<file path="config.mk">
export PLATFORM = sky130hd
export DESIGN_NAME = div_restoring
export DESIGN_NICKNAME = d
export VERILOG_FILES = /design/src/rtl/div_pkg.sv /design/src/rtl/div_ctrl.sv /design/src/rtl/div_step.sv /design/src/rtl/div_datapath.sv /design/src/rtl/div_restoring.sv
export SDC_FILE = /design/constraint.sdc
export NUM_CORES = 1
export LEC_CHECK = 0
export BUFFER_PORTS_ARGS = -buffer_cell sky130_fd_sc_hd__buf_2
export CORE_AREA = 2 2 208 210
export DETAILED_ROUTE_END_ITERATION = 16
export DIE_AREA = 0 0 210 212
export HOLD_SLACK_MARGIN = 0.1
export SYNTH_ARGS = -nofsm -noshare
export SYNTH_HDL_FRONTEND = slang
export SYNTH_SLANG_ARGS = --single-unit
</file>
<file path="constraint.sdc">
create_clock -name clk -period 13.1 [get_ports clk]
set_input_delay 1.965 -clock clk [delete_from_list [all_inputs] [get_ports clk]]
set_output_delay 1.965 -clock clk [all_outputs]
set_load 0.05 [all_outputs]
</file>
<file path="src/rtl/div_pkg.sv">
package div_pkg;

  // Strobes from the sequencer to the datapath
  typedef struct packed {
    logic load;    // capture operands and form magnitudes
    logic step;    // one restoring iteration
    logic finish;  // sign fix-up and result write
  } divCtl_t;

  typedef enum logic [1:0] {
    ST_IDLE   = 2'd0,
    ST_RUN    = 2'd1,
    ST_FINISH = 2'd2
  } divState_e;

endpackage

</file>
<file path="src/rtl/div_ctrl.sv">
module div_ctrl
  import div_pkg::*;
#(
  parameter int WIDTH = 32
) (
  input  logic    clk,
  input  logic    rstN,
  input  logic    start,
  output divCtl_t ctl
);

  localparam int CW = (WIDTH > 1) ? $clog2(WIDTH) : 1;
  localparam logic [CW-1:0] LAST = CW'(WIDTH - 1);

  divState_e      state;
  logic [CW-1:0]  stepCount;
  logic           lastStep;

  assign lastStep = (stepCount == LAST);

  always_ff @(posedge clk or negedge rstN) begin
    if (!rstN) begin
      state     <= ST_IDLE;
      stepCount <= '0;
    end else begin
      unique case (state)
        ST_IDLE: begin
          if (start) begin
            state     <= ST_RUN;
            stepCount <= '0;
          end
        end
        ST_RUN: begin
          stepCount <= stepCount + 1'b1;
          if (lastStep) state <= ST_FINISH;
        end
        ST_FINISH: state <= ST_IDLE;
        default:   state <= ST_IDLE;
      endcase
    end
  end

  always_comb begin
    ctl        = '0;
    ctl.load   = (state == ST_IDLE) && start;
    ctl.step   = (state == ST_RUN);
    ctl.finish = (state == ST_FINISH);
  end

  // the run phase is not cut short before the last iteration
  p_run_length_r4: assert property (@(posedge clk) disable iff (!rstN)
    (state == ST_RUN && !lastStep) |=> (state == ST_RUN));

  // the last iteration is followed by exactly one fix-up cycle
  p_finish_follows_r4: assert property (@(posedge clk) disable iff (!rstN)
    (state == ST_RUN && lastStep) |=> (state == ST_FINISH));

  // a start pulse during a run neither restarts nor stalls the count
  p_start_ignored_r7: assert property (@(posedge clk) disable iff (!rstN)
    (state == ST_RUN && start && !lastStep) |=>
      (state == ST_RUN && stepCount == $past(stepCount) + 1'b1));

endmodule

</file>
<file path="src/rtl/div_step.sv">
module div_step #(
  parameter int WIDTH = 32
) (
  input  logic [WIDTH-1:0] remIn,
  input  logic             nextBit,
  input  logic [WIDTH-1:0] dvsMag,
  output logic [WIDTH-1:0] remOut,
  output logic             quotBit
);

  localparam int SW = WIDTH + 2;

  logic [SW-1:0] shifted;
  logic [SW-1:0] trial;
  logic [SW-1:0] restored;
  logic          wentNeg;

  always_comb begin
    shifted  = {1'b0, remIn, nextBit};
    trial    = shifted - {2'b00, dvsMag};
    wentNeg  = trial[SW-1];
    // Negative trial: the divisor is added back to recover the old value
    restored = trial + {2'b00, dvsMag};
    remOut   = wentNeg ? restored[WIDTH-1:0] : trial[WIDTH-1:0];
    quotBit  = ~wentNeg;
  end

endmodule

</file>
<file path="src/rtl/div_datapath.sv">
module div_datapath
  import div_pkg::*;
#(
  parameter int WIDTH = 32
) (
  input  logic             clk,
  input  logic             rstN,
  input  divCtl_t          ctl,
  input  logic             isSigned,
  input  logic [WIDTH-1:0] dividend,
  input  logic [WIDTH-1:0] divisor,
  output logic             done,
  output logic             divZero,
  output logic [WIDTH-1:0] hi,
  output logic [WIDTH-1:0] lo
);

  logic [WIDTH-1:0] dvsMag;
  logic [WIDTH-1:0] quotReg;
  logic [WIDTH-1:0] remReg;
  logic             negQuot;
  logic             negRem;
  logic             zeroDvs;

  logic             dvdNeg;
  logic             dvsNeg;
  logic [WIDTH-1:0] remNext;
  logic             quotBit;

  assign dvdNeg = isSigned & dividend[WIDTH-1];
  assign dvsNeg = isSigned & divisor[WIDTH-1];

  div_step #(.WIDTH(WIDTH)) u_step (
    .remIn   (remReg),
    .nextBit (quotReg[WIDTH-1]),
    .dvsMag  (dvsMag),
    .remOut  (remNext),
    .quotBit (quotBit)
  );

  // Iteration registers: the quotient register starts as the dividend
  // magnitude and shifts quotient bits in as dividend bits shift out.
  always_ff @(posedge clk or negedge rstN) begin
    if (!rstN) begin
      dvsMag  <= '0;
      quotReg <= '0;
      remReg  <= '0;
      negQuot <= 1'b0;
      negRem  <= 1'b0;
      zeroDvs <= 1'b0;
    end else if (ctl.load) begin
      dvsMag  <= dvsNeg ? (~divisor + 1'b1) : divisor;
      quotReg <= dvdNeg ? (~dividend + 1'b1) : dividend;
      remReg  <= '0;
      negQuot <= dvdNeg ^ dvsNeg;
      negRem  <= dvdNeg;
      zeroDvs <= (divisor == '0);
    end else if (ctl.step) begin
      remReg  <= remNext;
      quotReg <= {quotReg[WIDTH-2:0], quotBit};
    end
  end

  // Result registers with sign fix-up
  always_ff @(posedge clk or negedge rstN) begin
    if (!rstN) begin
      hi      <= '0;
      lo      <= '0;
      divZero <= 1'b0;
      done    <= 1'b0;
    end else begin
      done <= ctl.finish;
      if (ctl.finish) begin
        lo      <= zeroDvs ? '1 : (negQuot ? (~quotReg + 1'b1) : quotReg);
        hi      <= negRem ? (~remReg + 1'b1) : remReg;
        divZero <= zeroDvs;
      end
    end
  end

  // the partial remainder stays below the divisor magnitude
  p_rem_bound_r3: assert property (@(posedge clk) disable iff (!rstN)
    (ctl.step && dvsMag != '0) |=> (remReg < dvsMag));

  // a non-zero remainder carries the dividend's sign
  p_rem_sign_r3: assert property (@(posedge clk) disable iff (!rstN)
    (done && negRem && hi != '0) |-> hi[WIDTH-1]);

  // done is a single-cycle pulse
  p_done_pulse_r4: assert property (@(posedge clk) disable iff (!rstN)
    done |=> !done);

  // results hold between completions
  p_result_hold_r4: assert property (@(posedge clk) disable iff (!rstN)
    !ctl.finish |=> ($stable(hi) && $stable(lo) && $stable(divZero)));

  // a zero divisor yields an all-ones quotient
  p_dz_quot_r5: assert property (@(posedge clk) disable iff (!rstN)
    (done && divZero) |-> (lo == '1));

endmodule

</file>
<file path="src/rtl/div_restoring.sv">
module div_restoring
  import div_pkg::*;
#(
  parameter int WIDTH = 32
) (
  input  logic             clk,
  input  logic             rstN,
  input  logic             start,
  input  logic             isSigned,
  input  logic [WIDTH-1:0] dividend,
  input  logic [WIDTH-1:0] divisor,
  output logic             done,
  output logic             divZero,
  output logic [WIDTH-1:0] hi,
  output logic [WIDTH-1:0] lo
);

  divCtl_t ctl;

  div_ctrl #(.WIDTH(WIDTH)) u_ctrl (
    .clk   (clk),
    .rstN  (rstN),
    .start (start),
    .ctl   (ctl)
  );

  div_datapath #(.WIDTH(WIDTH)) u_dp (
    .clk      (clk),
    .rstN     (rstN),
    .ctl      (ctl),
    .isSigned (isSigned),
    .dividend (dividend),
    .divisor  (divisor),
    .done     (done),
    .divZero  (divZero),
    .hi       (hi),
    .lo       (lo)
  );

endmodule

</file>
Word level (Yosys, flattened, before mapping)
Index checks and enable logic that the tools add are counted.
{"block": "word_totals", "regBits": 172, "input_bits": 68, "output_inout_bits": 66, "elab_cells": 54}
{"block": "op_classes", "n_addsub": 7, "n_eq_ne": 5, "muxes": 15, "bitwise_logic": 8, "reduce_logical": 7}
{"op": "two-way mux 32 bit", "count": 10}
{"op": "adder 32 x 1 -> 32 bit (second input constant)", "count": 4}
{"op": "inverter 32 bit", "count": 4}
{"op": "subtractor 33 x 32 -> 34 bit", "count": 1}
{"op": "adder 32 bit", "count": 1}
{"op": "zero test 32 bit", "count": 1}
{"op": "case mux 5 bit (2 select lines)", "count": 1}
{"op": "adder 5 x 1 -> 5 bit (second input constant)", "count": 1}
{"op": "equality test 5 bit (second input constant)", "count": 1}
{"op": "two-way mux 5 bit", "count": 1}
{"op": "two-way mux 2 bit", "count": 2}
{"op": "case mux 2 bit (2 select lines)", "count": 1}
{"op": "AND reduction 2 bit", "count": 2}
{"op": "nonzero test 2 bit", "count": 2}
{"op": "bitwise AND 1 bit", "count": 2}
{"op": "equality test 2 x 1 -> 1 bit (second input constant)", "count": 1}
{"op": "equality test 2 bit (second input constant)", "count": 1}
{"op": "zero test 2 bit", "count": 1}
{"op": "!= test 2 x 1 -> 1 bit (second input constant)", "count": 1}
{"op": "!= test 2 bit (second input constant)", "count": 1}
{"op": "logical AND 1 bit", "count": 1}
{"op": "inverter 1 bit", "count": 1}
{"op": "bitwise XOR 1 bit", "count": 1}

Longest topological paths before layout
{"block": "depth", "ltp_word": 5, "depth_mapped": 22, "ltp_nobuf": 22}

Cells and area by module
From an unflattened synthesis, not the netlist that was laid out.
{"block": "unflattened", "hier_cells": 1802, "area_unflattened_um2": 14679.1}
{"mod": "div_datapath", "n_inst": 1, "cells_each": 1226, "area_per_inst_um2": 10497.6, "seq_area_each_um2": 4129.0}
{"mod": "div_step", "n_inst": 1, "cells_each": 544, "area_per_inst_um2": 3833.7, "seq_area_each_um2": 0.0}
{"mod": "div_ctrl", "n_inst": 1, "cells_each": 32, "area_per_inst_um2": 347.8, "seq_area_each_um2": 175.2}

Worst setup path after synthesis
Ideal clock, no wire load.
{"block": "synth_path", "path_kind": "reg-to-reg", "startpoint": "register u_dp.quotReg[31]", "endpoint": "register u_dp.remReg[31]", "setup_ns": 0.135, "arrival_time_ns": 4.370, "t_required_ns": 12.965, "setup_slack_ns": 8.596, "stages_incl_launch_ff": 22, "path_buffers": 0, "period_less_slack_ns": 4.504, "path_cell_list": "dfrtp_1 inv_1 ha_1 fa_1 nor2b_1 o2111ai_1 a21oi_1 o21ai_0 o31ai_1 a21oi_1 o21ai_0 a31oi_1 xnor2_1 ha_1 a21oi_1 nor2b_1 or4_1 o21ai_0 xnor2_1 nand2_1 xnor2_1 o21ai_0"}
{"block": "synth_via", "elab_chain_len": 5}
{"item": "start: declaration", "line": "div_datapath.sv:19", "text": "logic [WIDTH-1:0] quotReg;"}
{"item": "start signal: assignment", "line": "div_datapath.sv:53", "text": "quotReg <= dvdNeg ? (~dividend + 1'b1) : dividend;"}
{"item": "start signal: assignment", "line": "div_datapath.sv:60", "text": "quotReg <= {quotReg[WIDTH-2:0], quotBit};"}
{"item": "subtractor 33 x 32 -> 34 bit (*)", "line": "div_step.sv:20", "text": "trial = shifted - {2'b00, dvsMag};"}
{"item": "adder 32 bit", "line": "div_step.sv:23", "text": "restored = trial + {2'b00, dvsMag};"}
{"item": "two-way mux 32 bit (*)", "line": "div_step.sv:24", "text": "remOut = wentNeg ? restored[WIDTH-1:0] : trial[WIDTH-1:0];"}
{"item": "two-way mux 32 bit (*)", "line": "div_datapath.sv:58", "text": "end else if (ctl.step) begin"}
{"item": "two-way mux 32 bit (*)", "line": "div_datapath.sv:51", "text": "end else if (ctl.load) begin"}
{"item": "end signal: assignment", "line": "div_datapath.sv:59", "text": "remReg <= remNext;"}
{"item": "end: declaration", "line": "div_datapath.sv:20", "text": "logic [WIDTH-1:0] remReg;"}
Mark *: on every way between the ends. The rest lies on a longest branch, timed or not. The select of a mux whose other input is x is not followed.
A chain may end at the register's enable or synchronous reset.

Final worst setup path
Ends and elaborated chain as after synthesis.

==> impl_metrics.tcl <==
set metrics [dict create \
    min_period_ns 5.40 \
    tns_ns 0 \
    die_y_um 212 \
    first_pass_iters 6 \
    crit_top_cell "o21ai_0" \
    gp_congestion 0.892 \
    grt_pass1_wl_um 57200 \
    netlist_area_um2 12500 \
    core_area_um2 42500 \
    final_cell_mix "nand2_1 (233), dfrtp_1 (172), o21ai_0 (170), nor2_1 (138), buf_2 (132)" \
    cts-resized-gates 0 \
    async_flop_share 1.00 \
    worstPathCellList "inv_1 > ha_1 > fa_1 > nor2b_1 > o2111ai_1 > a21oi_1 > o21ai_0 > o31ai_1 > a21oi_1 > o21ai_0 > a31oi_1 > xnor2_1 > ha_1 > a21oi_1 > nor2b_1 > or4_1 > o21ai_0 > xnor2_1 > nand2_1 > xnor2_1 > o21ai_0" \
    skew_ns 0.0113 \
    clk_path_buf_depth 2 \
    ys_types 63 \
    rsz0062_at_grt "false" \
    hold-path-cell-count 2 \
    ant_nets 0 \
    ys_seq_area_frac 0.344 \
    vias 11100 \
    grt_util_met3 0.0284 \
    busiest_layer "met1" \
    ys.flop_type "dfrtp_1" \
    syn_inst 1552 \
    worstSetupStartpointType "flop" \
    crit_cells 21 \
    final_common_cell "nand2_1" \
    rows 76 \
    dpl_cell_area_um2 13600 \
    grt_pass1_vias 10500 \
    clk_pin_slew_ns 0.08 \
    layout-drive-gt1-share 0.115 \
    slew_viol_final 0 \
    initial_utilization 0.294 \
    cts_sinks 172 \
    cts_root_buf "clkbuf_16" \
    hold_buffers 0 \
    grt_usage 0.161 \
    critPathTopFamily "compound AO/OA/AOI/OAI gates" \
    cts_buffers 17 \
    wl_per_cell_um 16.2 \
    gr-usage-met2 0.232 \
    min_path_type "reg -> reg" \
    fill_cells 4427 \
    hold_viol 0 \
    ys_ff_latch 172 \
    cp_max_fo 6 \
    worst-setup-path-type "reg -> reg" \
    post-route-period-util 0.412 \
    hpwl_um 27300 \
    grt-ovfl-total 0 \
    wl_um 35500 \
    synth_enable_flop_cells 0 \
    cpMaxStageDelayCell "fa_1" \
    grt_max_degree 100 \
    slew_headroom 0.251 \
    via_per_inst 5.06 \
    cts_tree "yes" \
    worstRegToRegCells 21 \
    worst_slew_pin_slew_ns 1.12 \
    worst_setup_path_end_kind "flop" \
    status "complete, no violations" \
    clock_latency_ns 0.46 \
    synth_area_per_cell_um2 8.06 \
    crit_buf_inv 1 \
    setup_violations 0 \
    finalWorstSetupSlack_ns 7.70 \
    dieWidth_um 210 \
    htree_levels 4 \
    critPathRequiredTime_ns 13.42 \
    cp_slowest_stage_delay_ns 0.50 \
    post_cts_buffers 0 \
    pre_cts_ws_ns 7.76 \
    antenna_found_initial 5 \
    max_clock_freq_mhz 185 \
    gr-usage-met1 0.241 \
    yosysWarnings 0 \
    syn_nets 1692 \
    design_area_um2 14300 \
    cp.arrival_ns 5.71 \
    portBuffers 133 \
    max-cap-violations 0 \
    drtIter0Drc 726 \
    drc_errors 0 \
    ios 134 \
    area_growth_pct 14.0 \
    fin_nets 1775 \
    die-area_um2 44500 \
]
## flip-flops by register name, summed over array words and instances (netlist names)
signal and count:
u_dp.dvsMag 32, u_dp.zeroDvs 1, u_dp.done 1, u_dp.quotReg 32
u_ctrl.stepCount 5, u_ctrl.state 2, u_dp.negRem 1, u_dp.lo 32
u_dp.remReg 32, u_dp.divZero 1, u_dp.hi 32, u_dp.negQuot 1
## worst paths after layout
kind	start	endpoint	slack (ns)
max in group asynchronous	rstN	u_dp.quotReg[24]	9.99
min in group asynchronous	rstN	u_dp.lo[13]	1.60
worst min-delay path	u_dp.lo[0]	u_dp.lo[0]	0.47
worst max register to register	u_dp.quotReg[31]	u_dp.remReg[31]	7.70
worst min register to register	u_dp.lo[0]	u_dp.lo[0]	0.47
worst max-delay path	u_dp.quotReg[31]	u_dp.remReg[31]	7.70
## metrics by stage
step / instances / utilization / hold slack, ns
6_report: 2198 / 0.335 / 0.474
2_1_floorplan: 1552 / - / 0.449
3_3_place_gp: 2162 / 0.321 / 0.457
4_1_cts: 2194 / 0.335 / 0.478
3_5_place_dp: 2162 / 0.321 / 0.460
5_1_grt: 2198 / 0.335 / 0.499
## logic make-up (layout without fill, tap and decap cells)
group,count (synthesis),in the layout,synth area share
and+or+nand+nor,527,527,0.188
AOI/OAI and AO/OA,446,446,0.212
xor gates and xnor gates,177,177,0.124
DFF,172,172,0.344
buffers and inverters,137,233,0.0414
adders and majority gates,72,72,0.0732
muxes,21,21,0.0169
other,0,4,0
## synthesized netlist by cell type, drive strengths merged, types with 12 or more instances
master / count / area share
ha: 70 / 0.070
a31oi: 38 / 0.019
xnor2: 84 / 0.059
nand2: 234 / 0.070
o41ai: 17 / 0.013
nand3: 36 / 0.014
mux2i: 20 / 0.016
inv: 60 / 0.018
o31ai: 24 / 0.014
clkbuf: 69 / 0.021
nor4: 13 / 0.0070
nand2b: 12 / 0.0060
dfrtp: 172 / 0.34
a21oi: 115 / 0.046
o21ai: 172 / 0.069
nand4: 12 / 0.0060
or4: 16 / 0.0099
nor2: 139 / 0.042
a21o: 18 / 0.011
nor3: 18 / 0.0072
xor2: 93 / 0.065
## worst min-delay path, stage by stage (launching register included)
cell,delay [ns]
dfrtp_1,0.34
nand2_1,0.05
nand2_1,0.05
## routing by layer
metal | part of all wire | vias to the layer above
li1 | - | 5634
met1 | 0.52 | 5207
met2 | 0.41 | 249
met3 | 0.040 | 33
met4 | 0.021 | 0
met5 | 0 | -
## cell type report
cell class              instances  area [µm²]  share of cell area
diodes                          4        10.0            0.000702
clock buffers                  17         425              0.0298
clock inverters                15         175              0.0123
inverters                      61         229              0.0161
multi-input cells            1243        7710               0.541
flip-flops and latches        172        4300               0.302
well taps                     546         683              0.0479
repair buffers                140         724              0.0508
Power is left out: the tool's default activity adds up to more than one toggle a clock period on the data nets, which glitch-free logic cannot reach.
